**src/rtl/rle_dec_pkg.sv**
```systemverilog
package rle_dec_pkg;

    localparam int BYTE_W = 8;
    localparam int CNT_W  = BYTE_W;

    typedef logic [BYTE_W-1:0] byte_t;
    typedef logic [CNT_W-1:0]  cnt_t;

    typedef enum logic [1:0] {
        PH_PASS  = 2'd0,
        PH_COUNT = 2'd1,
        PH_RUN   = 2'd2
    } phase_e;

    typedef struct packed {
        logic  vld;
        byte_t data;
        logic  last;
    } beat_t;

    function automatic logic pair_hit(input logic held_vld, input byte_t held, input byte_t cur);
        return held_vld && (held == cur);
    endfunction

endpackage

```
**src/rtl/rle_prev_hold.sv**
```systemverilog
module rle_prev_hold #(
    parameter int W = rle_dec_pkg::BYTE_W
) (
    input  logic         clk,
    input  logic         rst,
    input  logic         load,
    input  logic [W-1:0] load_val,
    input  logic         load_vld,
    input  logic         clr,
    output logic [W-1:0] held,
    output logic         held_vld
);

    always_ff @(posedge clk) begin
        if (rst) begin
            held     <= '0;
            held_vld <= 1'b0;
        end else if (clr) begin
            held_vld <= 1'b0;
        end else if (load) begin
            held     <= load_val;
            held_vld <= load_vld;
        end
    end

    AST_CLR_INVALIDATES: assert property (@(posedge clk) disable iff (rst)
        clr |=> !held_vld);

    AST_HELD_STABLE: assert property (@(posedge clk) disable iff (rst)
        (!load && !clr) |=> ($stable(held) && $stable(held_vld)));

endmodule

```
**src/rtl/rle_run_ctr.sv**
```systemverilog
module rle_run_ctr #(
    parameter int W = rle_dec_pkg::CNT_W
) (
    input  logic         clk,
    input  logic         rst,
    input  logic         load,
    input  logic [W-1:0] load_val,
    input  logic         dec,
    output logic [W-1:0] cnt,
    output logic         at_one
);

    localparam logic [W-1:0] ONE = W'(1);

    always_ff @(posedge clk) begin
        if (rst)       cnt <= '0;
        else if (load) cnt <= load_val;
        else if (dec)  cnt <= cnt - ONE;
    end

    assign at_one = (cnt == ONE);

    AST_NO_UNDERFLOW: assert property (@(posedge clk) disable iff (rst)
        dec |-> (cnt != '0));

    AST_DEC_STEP: assert property (@(posedge clk) disable iff (rst)
        (dec && !load) |=> (cnt == $past(cnt) - ONE));

    AST_CNT_HOLD: assert property (@(posedge clk) disable iff (rst)
        (!dec && !load) |=> $stable(cnt));

endmodule

```
**src/rtl/rle_decoder.sv**
```systemverilog
module rle_decoder
    import rle_dec_pkg::*;
(
    input  logic  clk,
    input  logic  rst,
    input  logic  in_valid,
    output logic  in_ready,
    input  byte_t in_data,
    input  logic  in_last,
    output logic  out_valid,
    input  logic  out_ready,
    output byte_t out_data,
    output logic  out_last
);

    phase_e ph;
    byte_t  held;
    logic   held_vld;
    cnt_t   run_cnt;
    logic   run_at_one;
    logic   run_last;

    logic   in_fire;
    logic   out_fire;
    logic   hit;
    logic   pair_wait;
    beat_t  ob;

    logic   prev_load;
    logic   prev_clr;
    logic   ctr_load;
    logic   ctr_dec;

    assign hit       = pair_hit(held_vld, held, in_data);
    assign pair_wait = hit && !in_last;

    always_comb begin
        ob       = '0;
        in_ready = 1'b0;
        case (ph)
            PH_PASS: begin
                if (pair_wait) begin
                    in_ready = 1'b1;
                end else begin
                    ob.vld   = in_valid;
                    ob.data  = in_data;
                    ob.last  = in_last;
                    in_ready = out_ready;
                end
            end
            PH_COUNT: begin
                ob.vld   = in_valid;
                ob.data  = held;
                ob.last  = in_last && (in_data == '0);
                in_ready = out_ready;
            end
            PH_RUN: begin
                ob.vld   = 1'b1;
                ob.data  = held;
                ob.last  = run_last && run_at_one;
            end
            default: begin
                ob = '0;
            end
        endcase
    end

    assign out_valid = ob.vld;
    assign out_data  = ob.data;
    assign out_last  = ob.last;

    assign in_fire  = in_valid && in_ready;
    assign out_fire = out_valid && out_ready;

    assign prev_load = (ph == PH_PASS) && in_fire && !pair_wait;
    assign prev_clr  = (ph == PH_COUNT) && in_fire;
    assign ctr_load  = (ph == PH_COUNT) && in_fire && (in_data != '0);
    assign ctr_dec   = (ph == PH_RUN) && out_fire;

    rle_prev_hold #(.W(BYTE_W)) u_prev (
        .clk      (clk),
        .rst      (rst),
        .load     (prev_load),
        .load_val (in_data),
        .load_vld (!in_last),
        .clr      (prev_clr),
        .held     (held),
        .held_vld (held_vld)
    );

    rle_run_ctr #(.W(CNT_W)) u_ctr (
        .clk      (clk),
        .rst      (rst),
        .load     (ctr_load),
        .load_val (in_data),
        .dec      (ctr_dec),
        .cnt      (run_cnt),
        .at_one   (run_at_one)
    );

    always_ff @(posedge clk) begin
        if (rst) begin
            ph       <= PH_PASS;
            run_last <= 1'b0;
        end else begin
            case (ph)
                PH_PASS: begin
                    if (in_fire && pair_wait) ph <= PH_COUNT;
                end
                PH_COUNT: begin
                    if (in_fire) begin
                        run_last <= in_last;
                        ph       <= (in_data == '0) ? PH_PASS : PH_RUN;
                    end
                end
                PH_RUN: begin
                    if (out_fire && run_at_one) ph <= PH_PASS;
                end
                default: ph <= PH_PASS;
            endcase
        end
    end

    AST_RUN_BLOCKS_INPUT: assert property (@(posedge clk) disable iff (rst)
        (ph == PH_RUN) |-> (!in_ready && out_valid));

    AST_RUN_STALL_HOLD: assert property (@(posedge clk) disable iff (rst)
        (ph == PH_RUN && !out_ready) |=> (ph == PH_RUN && $stable(out_data)));

    AST_RUN_ENTRY: assert property (@(posedge clk) disable iff (rst)
        (ph == PH_COUNT && in_fire && in_data != '0) |=> (ph == PH_RUN && run_cnt == $past(in_data)));

    AST_ZERO_COUNT_SKIPS: assert property (@(posedge clk) disable iff (rst)
        (ph == PH_COUNT && in_fire && in_data == '0) |=> (ph == PH_PASS));

    AST_RUN_EXIT: assert property (@(posedge clk) disable iff (rst)
        (ph == PH_RUN && out_fire && run_at_one) |=> (ph == PH_PASS && !held_vld));

    AST_LAST_CLEARS_PREV: assert property (@(posedge clk) disable iff (rst)
        (ph == PH_PASS && in_fire && in_last) |=> !held_vld);

    AST_PAIR_SILENT: assert property (@(posedge clk) disable iff (rst)
        (ph == PH_PASS && in_valid && pair_wait) |-> (!out_valid && in_ready));

endmodule

```
**config.mk**
```make
export PLATFORM = sky130hd
export DESIGN_NAME = rle_decoder
export DESIGN_NICKNAME = d
export VERILOG_FILES = /design/src/rtl/rle_dec_pkg.sv /design/src/rtl/rle_prev_hold.sv /design/src/rtl/rle_run_ctr.sv /design/src/rtl/rle_decoder.sv
export SDC_FILE = /design/constraint.sdc
export NUM_CORES = 1
export LEC_CHECK = 0
export BUFFER_PORTS_ARGS = -buffer_cell sky130_fd_sc_hd__buf_2
export CAP_MARGIN = 20
export CORE_MARGIN = 2
export CORE_UTILIZATION = 56
export DETAILED_ROUTE_END_ITERATION = 8
export GPL_TIMING_DRIVEN = 0
export PLACE_DENSITY = 0.8
export SYNTH_ARGS = -nofsm -noshare
export SYNTH_HDL_FRONTEND = slang
export SYNTH_SLANG_ARGS = --single-unit
```
**constraint.sdc**
```tcl
create_clock -name clk -period 3.1 [get_ports clk]
set_input_delay 0.155 -clock clk [delete_from_list [all_inputs] [get_ports clk]]
set_output_delay 0.155 -clock clk [all_outputs]
set_load 0.02 [all_outputs]
```
==> load_flow_metrics.sql <==
INSERT INTO impl_metrics (metric_group, metric, value, unit) VALUES
('route', 'drtPass1Iterations', '4', ''),
('synth', 'ys_top_cells_by_area', 'dfxtp_1 (31%), xnor2_1 (8.8%), mux2i_1 (8.5%), nand2b_1 (8.2%), a22o_1 (5.4%)', ''),
('synth', 'synth_fa_ha_area_frac', '0.0194', ''),
('clock_tree', 'cts.sinks', '20', ''),
('synth', 'syn-num-nets', '159', ''),
('timing', 'timing.final.max_slew_violations', '0', ''),
('timing', 'final_cycle_utilization_of_the_critical_path', '0.759', ''),
('timing', 'final_report_setup_violation_count', '0', ''),
('floorplanning', 'die_height', '52.0', 'microns'),
('floorplanning', 'total_i_o_pin_count', '24', ''),
('synth', 'synth.distinct_cells', '37', ''),
('route', 'routedWlPerCell', '13.9', 'microns'),
('layout', 'finalNetCount', '186', ''),
('critical_path', 'path_max_fanout', '5', ''),
('job', 'max_cap_violations', '0', ''),
('critical_path', 'ff2ff_setup_slack', '1.30', 'ns'),
('clock_tree', 'cts.repair_timing.setup_buffer_count', '0', ''),
('timing', 'final_critical_path_setup_slack', '0.746', 'ns'),
('placement', 'dpl.hpwl', '2130', 'microns'),
('clock_tree', 'buffer_levels_on_the_longest_clock_path', '2', ''),
('min_path', 'hold_class', 'input pin to register', ''),
('run_status', 'status', 'finished, final reports clean', ''),
('clock_tree', 'postCtsHoldBufs', '0', ''),
('critical_path', 'critPathKind', 'register to output port', ''),
('synth', 'synth_compound_gate_area_share', '0.147', ''),
('layout', 'syn2layout_area_growth', '15.3', '%'),
('synth', 'synth_area_per_cell', '8.98', 'sq um'),
('clock_tree', 'cts_buffers', '3', ''),
('power', 'total_switching_power', '0.000134', 'W'),
('synth', 'yosysMostFrequentCell', 'dfxtp_1', ''),
('global_routing', 'grt.total_usage', '0.234', ''),
('synth', 'ys_top_cells_by_count', 'dfxtp_1 (20), nand2b_1 (17), nor2_1 (14), xnor2_1 (13), mux2i_1 (11)', ''),
('clock_tree', 'clkTransAtPathRegs', '0.12', 'ns'),
('critical_path', 'cp_data_arrival_time', '2.20', 'ns'),
('layout', 'final_cell_area', '0.00149', 'sq mm'),
('floorplanning', 'floorplan.die_area', '0.00271', 'sq mm'),
('synth', 'syn_inst_count', '144', ''),
('timing', 'max_freq', '425', 'MHz'),
('timing', 'tns', '0', 'ns'),
('critical_path', 'required_time_of_the_worst_setup_path', '2.94', 'ns'),
('power', 'power_density', '378', 'mW/mm^2'),
('power', 'pwr-share-comb', '0.143', ''),
('floorplanning', 'die_w', '52.0', 'microns'),
('synth', 'synth_simple_gate_area_share', '0.292', ''),
('clock_tree', 'cts_tree', 'yes', ''),
('synth', 'post_synth_mux_area_share', '0.0852', ''),
('placement', 'routabilityCongestion', '0.794', ''),
('power', 'cellLeakagePower', '0.595', 'nW'),
('timing', 'number_of_failing_hold_endpoints_at_the_final_stage', '0', ''),
('clock_tree', 'number_of_cells_upsized_or_downsized_after_cts', '0', ''),
('timing', 'tightestPinTransition', '0.660', 'ns'),
('route', 'antenna_left', '0', ''),
('synth', 'seq_area_frac_synth', '0.310', ''),
('critical_path', 'end_kind', 'output port', ''),
('clock_tree', 'cts.htree.levels', '1', ''),
('route', 'dr_total_vias', '1116', ''),
('layout', 'layout-drive-gt1-share', '0.218', ''),
('synth', 'mappedNetlistArea', '0.00129', 'sq mm'),
('clock_tree', 'clk_latency', '0.30', 'ns'),
('route', 'route.detailed.drc', '0', ''),
('synth', 'synth.top_cell.area_share', '0.310', ''),
('global_routing', 'grt_overflow_total', '0', ''),
('route', 'routed_via_density', '5.64', ''),
('global_routing', 'grt_pass1_wl', '4670', 'microns'),
('placement', 'placement.io_buffers', '22', ''),
('synth', 'ys_dominant_reg_cell', 'dfxtp_1', ''),
('timing', 'max-slew-margin-rel', '0.559', ''),
('global_routing', 'grt_pass1_vias', '1036', ''),
('placement', 'placement.cell_area', '0.00144', 'sq mm'),
('synth', 'synth-async-reset-ratio', '0', ''),
('floorplanning', 'row_count', '17', '');
==> metrics by stage <==
| stage | power (W) | std cells | utilization | hold WS (ns) |
|---|---|---|---|---|
| finish | 0.000563 | 198 | 0.680 | 0.130 |
| global placement | 0.000352 | 194 | 0.656 | 0.437 |
| floorplan | 0.000324 | 144 | - | 0.299 |
| global route | 0.000584 | 198 | 0.680 | 0.152 |
| CTS | 0.000568 | 198 | 0.680 | 0.127 |
| detailed placement | 0.000355 | 194 | 0.656 | 0.446 |
==> worst max-delay path, stage by stage, from the launching register on <==
cell	delay, ns
dfxtp_1	0.39
nor4_1	0.55
nand2b_1	0.18
nor3b_1	0.34
a31oi_1	0.13
o21ai_1	0.13
buf_2	0.18
==> cell type report <==
cell class                 instances  area (sq um)  share of cell area
buffer                             8          55.1              0.0369
clock buffer                       3          22.5              0.0151
multi-input combinational        113           826               0.554
timing repair buffer              22           110              0.0739
tap                               28          35.0              0.0235
inverter                           3          11.3             0.00756
sequential                        20           400               0.269
clock inverter                     1          30.0              0.0202
==> routing by layer <==
layer  part of all wire  wire length [microns]  global-route usage  up-vias
met2               0.49                   1350               0.388       25
li1                   -                      -                   -      563
met4              0.014                     39               0.114        0
met3              0.029                     80              0.0259        4
met1               0.47                   1290               0.300      524
met5                  0                      0                   0        -
==> power groups by stage <==
stage / Sequential, W / Combinational (W) / Clock, W
after detailed placement: 0.000274 / 0.0000811 / 0
after global routing: 0.000269 / 0.0000881 / 0.000227
after floorplan: 0.000273 / 0.0000510 / 0
after global placement: 0.000274 / 0.0000783 / 0
after CTS: 0.000268 / 0.0000812 / 0.000219
final: 0.000268 / 0.0000806 / 0.000214
==> path summary, 6_finish.rpt <==
kind                                 startpoint               to  depth (start not counted)
worst max-delay path               u_ctr.cnt[2]         out_last                          6
worst min-delay path                    in_last         run_last                          3
worst max register to register     u_ctr.cnt[2]            ph[1]                          5
worst min register to register  u_prev.held_vld  u_prev.held_vld                          2
==> state kept, by name, summed over array words and instances, names as in the netlist <==
register	flops
ph	2
u_prev.held_vld	1
u_ctr.cnt	8
u_prev.held	8
run_last	1
==> layout by cell type, fill, tap and decap left out, types with 2 or more instances in the layout <==
cell      count
nor4_1        5
nor2b_1       2
dfxtp_1      20
o21ai_0       2
mux2i_1      11
clkbuf_1      3
clkbuf_4      3
buf_2        24
buf_6         3
nor3_1        2
nand2b_1     17
inv_1         3
nor2_1       14
a22o_1        8
or2b_1        2
nand3_1       3
a211oi_1      4
xnor2_1      13
nand2_1       5
a21oi_1       5
ha_1          2
nand4_1       2
==> cell families after synthesis <==
logic type,count (synthesis)
buf+inv,11
xor+xnor,14
simple gates,60
fa+ha+maj,2
compound gates,26
flops,20
mux,11
Power figures use the tool's default switching activity.
